## src/rtl/bxs_pkg.sv

```systemverilog
package bxs_pkg;

    localparam int NREG  = 16;
    localparam int IDXW  = $clog2(NREG);
    localparam int IW    = 32;
    localparam int STEP  = 4;

    typedef enum logic [1:0] {
        ST_IDLE = 2'd0,
        ST_XFER = 2'd1,
        ST_WB   = 2'd2
    } bxs_state_e;

    typedef struct packed {
        logic            pre;
        logic            up;
        logic            rsvd;
        logic            wback;
        logic            load;
        logic [IDXW-1:0] base_idx;
        logic [NREG-1:0] mask;
    } bxs_op_t;

    function automatic bxs_op_t bxs_decode(input logic [IW-1:0] w);
        bxs_op_t o;
        o.mask     = w[15:0];
        o.base_idx = w[19:16];
        o.load     = w[20];
        o.wback    = w[21];
        o.rsvd     = w[22];
        o.up       = w[23];
        o.pre      = w[24];
        return o;
    endfunction

    function automatic logic bxs_illegal(input bxs_op_t o);
        return o.rsvd | o.mask[NREG-1];
    endfunction

endpackage

```

## src/rtl/bxs_pick.sv

```systemverilog
module bxs_pick
    import bxs_pkg::*;
#(
    parameter int N  = NREG,
    parameter int XW = $clog2(N)
) (
    input  logic [N-1:0]  pending,
    input  logic          up,
    output logic [XW-1:0] idx,
    output logic          any
);
    logic [XW-1:0] lo_idx, hi_idx;

    always_comb begin
        lo_idx = '0;
        for (int i = N - 1; i >= 0; i--) begin
            if (pending[i]) lo_idx = XW'(i);
        end
    end

    always_comb begin
        hi_idx = '0;
        for (int i = 0; i < N; i++) begin
            if (pending[i]) hi_idx = XW'(i);
        end
    end

    assign idx = up ? lo_idx : hi_idx;
    assign any = |pending;
endmodule

```

## src/rtl/bxs_addr.sv

```systemverilog
module bxs_addr
    import bxs_pkg::*;
#(
    parameter int AW = 32
) (
    input  logic [AW-1:0] cur,
    input  logic          up,
    input  logic          pre,
    output logic [AW-1:0] access,
    output logic [AW-1:0] next
);
    localparam logic [AW-1:0] STEP_V = AW'(STEP);

    assign next   = up ? (cur + STEP_V) : (cur - STEP_V);
    assign access = pre ? next : cur;
endmodule

```

## src/rtl/block_xfer_seq.sv

```systemverilog
module block_xfer_seq
    import bxs_pkg::*;
#(
    parameter int AW = 32,
    parameter int DW = 32
) (
    input  logic            clk,
    input  logic            rst,
    input  logic            start,
    input  logic [IW-1:0]   instr,
    input  logic [AW-1:0]   base_val,
    output logic            busy,
    output logic            done,
    output logic            undef,
    output logic            mem_req,
    output logic            mem_we,
    output logic [AW-1:0]   mem_addr,
    output logic [DW-1:0]   mem_wdata,
    input  logic            mem_ready,
    input  logic [DW-1:0]   mem_rdata,
    output logic [IDXW-1:0] rf_rd_idx,
    input  logic [DW-1:0]   rf_rd_data,
    output logic            rf_wr_en,
    output logic [IDXW-1:0] rf_wr_idx,
    output logic [DW-1:0]   rf_wr_data
);
    bxs_state_e      state;
    bxs_op_t         op_q;
    bxs_op_t         op_in;
    logic [NREG-1:0] remain;
    logic [NREG-1:0] remain_nx;
    logic [AW-1:0]   addr_q;
    logic [AW-1:0]   acc_addr;
    logic [AW-1:0]   nxt_addr;
    logic [IDXW-1:0] sel;
    logic            pending;
    logic            done_q;
    logic            undef_q;
    logic            fire;

    assign op_in = bxs_decode(instr);

    bxs_pick #(.N(NREG), .XW(IDXW)) u_pick (
        .pending (remain),
        .up      (op_q.up),
        .idx     (sel),
        .any     (pending)
    );

    bxs_addr #(.AW(AW)) u_addr (
        .cur    (addr_q),
        .up     (op_q.up),
        .pre    (op_q.pre),
        .access (acc_addr),
        .next   (nxt_addr)
    );

    assign remain_nx = remain & ~(NREG'(1) << sel);
    assign fire      = (state == ST_XFER) && pending && mem_ready;

    always_ff @(posedge clk) begin
        if (rst) begin
            state   <= ST_IDLE;
            op_q    <= '0;
            remain  <= '0;
            addr_q  <= '0;
            done_q  <= 1'b0;
            undef_q <= 1'b0;
        end else begin
            done_q  <= 1'b0;
            undef_q <= 1'b0;
            unique case (state)
                ST_IDLE: begin
                    if (start) begin
                        if (bxs_illegal(op_in)) begin
                            undef_q <= 1'b1;
                        end else begin
                            op_q   <= op_in;
                            remain <= op_in.mask;
                            addr_q <= base_val;
                            state  <= (|op_in.mask) ? ST_XFER : ST_WB;
                        end
                    end
                end
                ST_XFER: begin
                    if (fire) begin
                        addr_q <= nxt_addr;
                        remain <= remain_nx;
                        if (remain_nx == '0) state <= ST_WB;
                    end
                end
                ST_WB: begin
                    done_q <= 1'b1;
                    state  <= ST_IDLE;
                end
                default: state <= ST_IDLE;
            endcase
        end
    end

    always_comb begin
        busy       = (state != ST_IDLE);
        done       = done_q;
        undef      = undef_q;
        mem_req    = (state == ST_XFER) && pending;
        mem_we     = ~op_q.load;
        mem_addr   = acc_addr;
        rf_rd_idx  = sel;
        mem_wdata  = rf_rd_data;
        rf_wr_en   = 1'b0;
        rf_wr_idx  = sel;
        rf_wr_data = mem_rdata;
        if (state == ST_WB) begin
            rf_wr_en   = op_q.wback;
            rf_wr_idx  = op_q.base_idx;
            rf_wr_data = addr_q;
        end else if (fire && op_q.load) begin
            rf_wr_en   = 1'b1;
        end
    end
endmodule

```

## config.mk

```make
export PLATFORM = sky130hd
export DESIGN_NAME = block_xfer_seq
export DESIGN_NICKNAME = d
export VERILOG_FILES = /design/src/rtl/bxs_pkg.sv /design/src/rtl/bxs_pick.sv /design/src/rtl/bxs_addr.sv /design/src/rtl/block_xfer_seq.sv
export SDC_FILE = /design/constraint.sdc
export NUM_CORES = 1
export LEC_CHECK = 0
export CAP_MARGIN = 10
export CORE_MARGIN = 10
export CORE_UTILIZATION = 40
export DETAILED_ROUTE_END_ITERATION = 16
export GPL_ROUTABILITY_DRIVEN = 1
export PLACE_DENSITY = 0.83
export SYNTH_ARGS = -nofsm -noshare
export SYNTH_HDL_FRONTEND = slang
export SYNTH_HIERARCHICAL = 1
export SYNTH_SLANG_ARGS = --single-unit
```

## constraint.sdc

```tcl
create_clock -name clk -period 5 [get_ports clk]
set_input_delay 1 -clock clk [delete_from_list [all_inputs] [get_ports clk]]
set_output_delay 1 -clock clk [all_outputs]
set_load 0.05 [all_outputs]
```

Yosys cells after proc, flatten, opt, wreduce, memory -nomap -nowiden
Index checks and enable logic that the tools add are counted.
Widths: inputs -> output; s select.
Word-level totals
  word-level logic and storage cells: 93
  bits in writable memories: 0
  ROM bits: 0
  bits in latches: 0
  register bits after elaboration: 60
  output and inout port bits: 110
  memories: 0
Cells by class
  multiply operators: 0
  divide/modulo/power cells: 0
  bitwise gates (word level): 7
  reduce and logical (&&, ||, !) cells: 13
  $lt $le $gt $ge: 0
  equal/unequal tests: 6
  add/subtract/negate cells: 2
  muxes and demuxes: 54
  shifts and indexed selects: 1
Operators by type and width (number)
  $mux 32: 6
  $mux 4: 26
  $pmux 32 s2: 1
  $mux 16: 3
  $add 32x3->32 const B: 1
  $pmux 16 s2: 1
  $reduce_or 16->1: 2
  $sub 32x3->32 const B: 1
  $and 16x16->16: 1
  $logic_not 16->1: 1
  $not 16->16: 1
  $shl 1x4->16 const A: 1
  $mux 2: 7
  $mux 3: 4
  $ne 2x2->1 const B: 4
  $reduce_and 4->1: 2
  $mux 1: 5
  $not 1->1: 4
  $pmux 2 s2: 1
  $reduce_bool 2->1: 2
  $logic_and 1x1->1: 3
  $reduce_and 3->1: 1
  $reduce_or 3->1: 1
  $eq 2x1->1 const B: 1
  3 further kinds: 3

Longest topological paths before layout
  word-level depth: 24
  depth in mapped cells: 13

Cells and area by module
Netlist, hierarchy kept.
By module, submodules not included
  block_xfer_seq: cells an instance 445, instances 1, sequential area each 1201.2 um^2, area each 3455.8 um^2
  bxs_addr: cells an instance 310, instances 1, sequential area each 0.0 um^2, area each 2214.6 um^2
  bxs_pick: cells an instance 50, instances 1, sequential area each 0.0 um^2, area each 286.5 um^2

Least setup slack after synthesis
No wires, ideal clock.
  path kind: register to output
  start point: reg op_q[23] (netlist bit)
  end point: out mem_addr[29]
  required time: 4000 ps
  stages on the path, launching flop included: 12
  arrival: 3900 ps
  path slack: 100 ps
  path through: dfxtp_1 clkbuf_1 inv_1 ha_1 buf_6 a21oi_2 o21bai_1 a21o_1 a2111oi_2 o31ai_1 o21a_1 o31ai_1
Between the ends
  word-level cells in the longest chain between the ends: 2
Ends and longest elaborated chain
  start: declaration: line block_xfer_seq.sv:28  | bxs_op_t op_q;
  start signal: assignment: line block_xfer_seq.sv:78  | op_q <= op_in;
  $mux 32: line bxs_addr.sv:14  | assign next = up ? (cur + STEP_V) : (cur - STEP_V);
  $mux 32: line bxs_addr.sv:15  | assign access = pre ? next : cur;
  end: declaration: line block_xfer_seq.sv:17  | output logic [AW-1:0] mem_addr,
Every way passes these cells.

Final worst setup path
Same ends and word-level chain as after synthesis.

==> Implementation_results.wiki <==
{| class="wikitable"
! Metric !! Value
|-
| Leading cell type by number of instances after synthesis || sky130_fd_sc_hd__nand2_1
|-
| Hold path startpoint || op_q[21]
|-
| Post-Synthesis Cell Area || 5957 um2
|-
| CTS Buffer Depth || 2
|-
| Number of synthesized flops with an enable pin || 0
|-
| Ys async rst share || 0%
|-
| Worst path arrival time || 3.32 ns
|-
| Number of cells traversed by the worst register-to-register path || 10
|-
| Number of clock sinks || 60
|-
| Pwr Density || 746.7 nW/um2
|-
| Synth Register Bits || 60
|-
| Worst setup path endpoint || mem_addr[29]
|-
| Cell leakage power || 3.125 nW
|-
| Power Total || 5.985 mW
|-
| Wire length of the first global-routing pass || 32.39 mm
|-
| TritonCTS clock tree || done
|-
| Worst setup startpoint || op_q[23]
|-
| Number of nets in the synthesized netlist || 966
|-
| Detailed-router iteration count before antenna repair || 5
|-
| GR Layer Usage met3 || 6.509%
|-
| Routed wirelength normalized by instance count || 18.50 um
|-
| Final Cycle Share || 86.47%
|-
| Largest net degree at the start of global routing || 66
|-
| Yosys warnings || 6
|-
| Boundary pin count || 242
|-
| Detailed Route WL || 20.31 mm
|-
| Main area contributors after synthesis || sky130_fd_sc_hd__dfxtp_1, sky130_fd_sc_hd__mux2_2, sky130_fd_sc_hd__nand2_1, sky130_fd_sc_hd__a21oi_1, sky130_fd_sc_hd__ha_1
|-
| Final Hold Fails || 0
|-
| Initial core utilization || 40.83%
|-
| Max Fclk || 231.3 MHz
|-
| Most instantiated flip-flop cell in the synthesis netlist || sky130_fd_sc_hd__dfxtp_1
|-
| Num rows || 44
|-
| Vias post-DR || 6426
|-
| Critical path, cell by cell || inv_1 > buf_4 > ha_1 > a21oi_2 > o21bai_1 > a21o_1 > a2111oi_2 > o31ai_1 > o21a_1 > o31ai_1 > buf_12
|-
| Signed area change from the synthesized netlist to the final layout || 34.55%
|-
| Unique cell type count in the Yosys netlist || 71
|-
| Port Buffers || 170
|-
| HPWL after detailed placement || 15.00 mm
|-
| Biggest area consumer among synthesized cells || sky130_fd_sc_hd__dfxtp_1
|-
| Slowest stage delay, CP || 0.44 ns
|-
| DP Cell Count || 1082
|-
| Resized cells post-CTS || 0
|-
| Number of antenna cells inserted || 0
|-
| Proportion of layout cells with a drive suffix above 1 || 14.44%
|-
| Antenna violations before repair || 0
|-
| Number of DRC markers in iteration 0 || 569
|-
| Core box area || 14590 um2
|-
| Number of setup violations in the final report || 0
|-
| R2R Setup Slk || 1.79 ns
|-
| Die width || 142.0 um
|-
| Cell with the most instances on the worst path || sky130_fd_sc_hd__o31ai_1
|-
| Max rail drop VDD || 0.4903 mV
|-
| GR met1 Demand/Resource || 21.74%
|-
| Capturing point of the worst reg2reg path || state[1]
|-
| Startpoint-to-endpoint class of the critical path || flop to primary output
|-
| Setup repair after global routing missed its margin || no
|-
| Number of buffers inserted during clock tree synthesis || 9
|-
| Slew of the pin with the lowest slew margin || 1.072 ns
|-
| Status || completed
|-
| Period minus WS final || 4.324 ns
|-
| Leading post-synthesis cells by instance count || sky130_fd_sc_hd__nand2_1, sky130_fd_sc_hd__a21oi_1, sky130_fd_sc_hd__nor2_1
|-
| Highest-delay cell along the critical path || sky130_fd_sc_hd__o31ai_1
|-
| Drt via density || 5.852
|-
| GRT Total Usage || 19.47%
|-
| Met2 track demand over resource in global routing || 33.67%
|-
| Critical Path Start Type || flop
|-
| Setup total negative slack || 0 ns
|-
| Number of global-route vias before repair || 6387
|-
| Mean cell area of the mapped netlist || 7.400 um2
|-
| Relative slew slack || 28.56%
|-
| Post-CTS Hold Buffers || 0
|-
| Die Y-Extent || 142.0 um
|-
| Final-report max-slew violation count || 0
|-
| Reg clk slew, reported paths || 0.06 ns
|-
| Overflow left after global routing || 0
|-
| Die Footprint || 20170 um2
|-
| Worst Path Max Fanout || 28
|-
| Clock insertion delay at the later pin of the skew report || 0.34 ns
|-
| Share of synthesized area occupied by flip-flops and latches || 20.16%
|-
| Final nets || 1070
|-
| Layer with the highest usage || met2
|-
| Min-Delay Path Class || flop to flop
|-
| Yosys top cell area share || 20.16%
|-
| Critical Path RT || 4.00 ns
|-
| Reg2Reg Launch Point || remain[5]
|-
| Number of cells in the finished layout apart from fillers || 1098
|-
| Max-cap check violation count || 0
|-
| Final antenna-violating net count || 0
|-
| Number of buffers inserted by post-CTS setup repair || 0
|-
| Worst Clk Skew || 0.009943 ns
|-
| Nature of the critical path endpoint || primary output
|-
| Clk root buf || sky130_fd_sc_hd__clkbuf_16
|-
| Cells after Synth || 805
|-
| Number of levels in the clock H-tree || 3
|-
| DRC || 0
|-
| Routability-driven placement congestion ratio || 0.9410
|}
cell type report:
cell class | count | area [um2]
timing repair buffer | 180 | 1962
clock inverter | 6 | 87.58
multi-input combinational | 637 | 4217
tap | 184 | 230.2
inverter | 21 | 78.83
sequential | 60 | 1201
fill | 1353 | 6574
clock buffer | 10 | 239.0
cells in the final DEF (no fill, tap or decap), types with 3 or more instances in the layout:
cell	count
sky130_fd_sc_hd__a211o_1	5
sky130_fd_sc_hd__a21o_1	15
sky130_fd_sc_hd__a21oi_1	82
sky130_fd_sc_hd__a221oi_1	3
sky130_fd_sc_hd__a311oi_1	32
sky130_fd_sc_hd__a31oi_1	8
sky130_fd_sc_hd__and2_1	5
sky130_fd_sc_hd__and3_1	3
sky130_fd_sc_hd__buf_12	20
sky130_fd_sc_hd__buf_4	14
sky130_fd_sc_hd__clkbuf_16	9
sky130_fd_sc_hd__clkdlybuf4s50_1	145
sky130_fd_sc_hd__clkinvlp_4	3
sky130_fd_sc_hd__dfxtp_1	60
sky130_fd_sc_hd__ha_1	28
sky130_fd_sc_hd__inv_1	21
sky130_fd_sc_hd__mux2_2	56
sky130_fd_sc_hd__nand2_1	126
sky130_fd_sc_hd__nand2b_1	7
sky130_fd_sc_hd__nand3_1	11
sky130_fd_sc_hd__nand4_1	11
sky130_fd_sc_hd__nand4bb_1	3
sky130_fd_sc_hd__nor2_1	67
sky130_fd_sc_hd__nor2b_1	4
sky130_fd_sc_hd__nor3_1	19
sky130_fd_sc_hd__nor4_1	9
sky130_fd_sc_hd__o21a_1	8
sky130_fd_sc_hd__o21ai_0	28
sky130_fd_sc_hd__o21bai_1	5
sky130_fd_sc_hd__o22ai_1	5
sky130_fd_sc_hd__o31ai_1	8
sky130_fd_sc_hd__or2_2	3
sky130_fd_sc_hd__or3_1	5
sky130_fd_sc_hd__xnor2_1	17
sky130_fd_sc_hd__xor2_1	11
where the power goes:
part / leakage [nW] / switching, mW / internal (mW)
clock: 0.151 / 0.243 / 0.449
sequential: 0.491 / 0.162 / 0.606
combinational: 2.48 / 2.73 / 1.80
total: 3.12 / 3.13 / 2.85
metrics by stage:
stage               hold slack [ns]  setup slack, ns  utilization (%)  instance area (um2)
floorplan                    0.4338           0.1005                -                 5957
CTS                          0.4584           0.6760            54.94                 8015
global placement             0.4407            1.116            52.70                 7689
global route                 0.4792           0.4398            54.94                 8015
finish                       0.4571           0.6763            54.94                 8015
detailed placement           0.4503            1.090            52.70                 7689
worst max-delay path, delay by kind of cell (launching register included):
kind            cells  cell delay, ns
compound gates      7            1.72
buf+inv             3            0.56
fa+ha+maj           1            0.38
flops               1            0.31
per-layer routing:
metal | part of all wire (%) | routed length (um)
met5 | 0 | 0
met2 | 49 | 9920
met1 | 40 | 8082
met4 | 2.5 | 509
met3 | 8.9 | 1801
registers in the layout, summed over array words and instances (netlist names):
| name | cells |
|---|---|
| addr_q | 32 |
| remain | 16 |
| op_q | 8 |
| state | 2 |
| done | 1 |
| undef | 1 |
how the worst min path moves through the flow:
stage,endpoint,cells past startpoint
finish,op_q[21],2
global route,op_q[21],2
CTS,op_q[21],2
detailed placement,op_q[21],2
global placement,op_q[17],2
floorplan,op_q[16],2
cell families (layout without fill, tap and decap cells):
kind of cell             Yosys count  count (layout)  synth area share [%]
AND/OR/NAND/NOR                  292             292                 22.87
AO/OA/AOI/OAI                    230             230                 26.05
buffers and inverters            108             217                 9.578
flip-flops                        60              60                 20.16
multiplexers                      58              58                 11.01
adder cells (fa/ha/maj)           29              29                 6.217
XOR/XNOR                          28              28                 4.117
(Power assumes the default switching activity.)
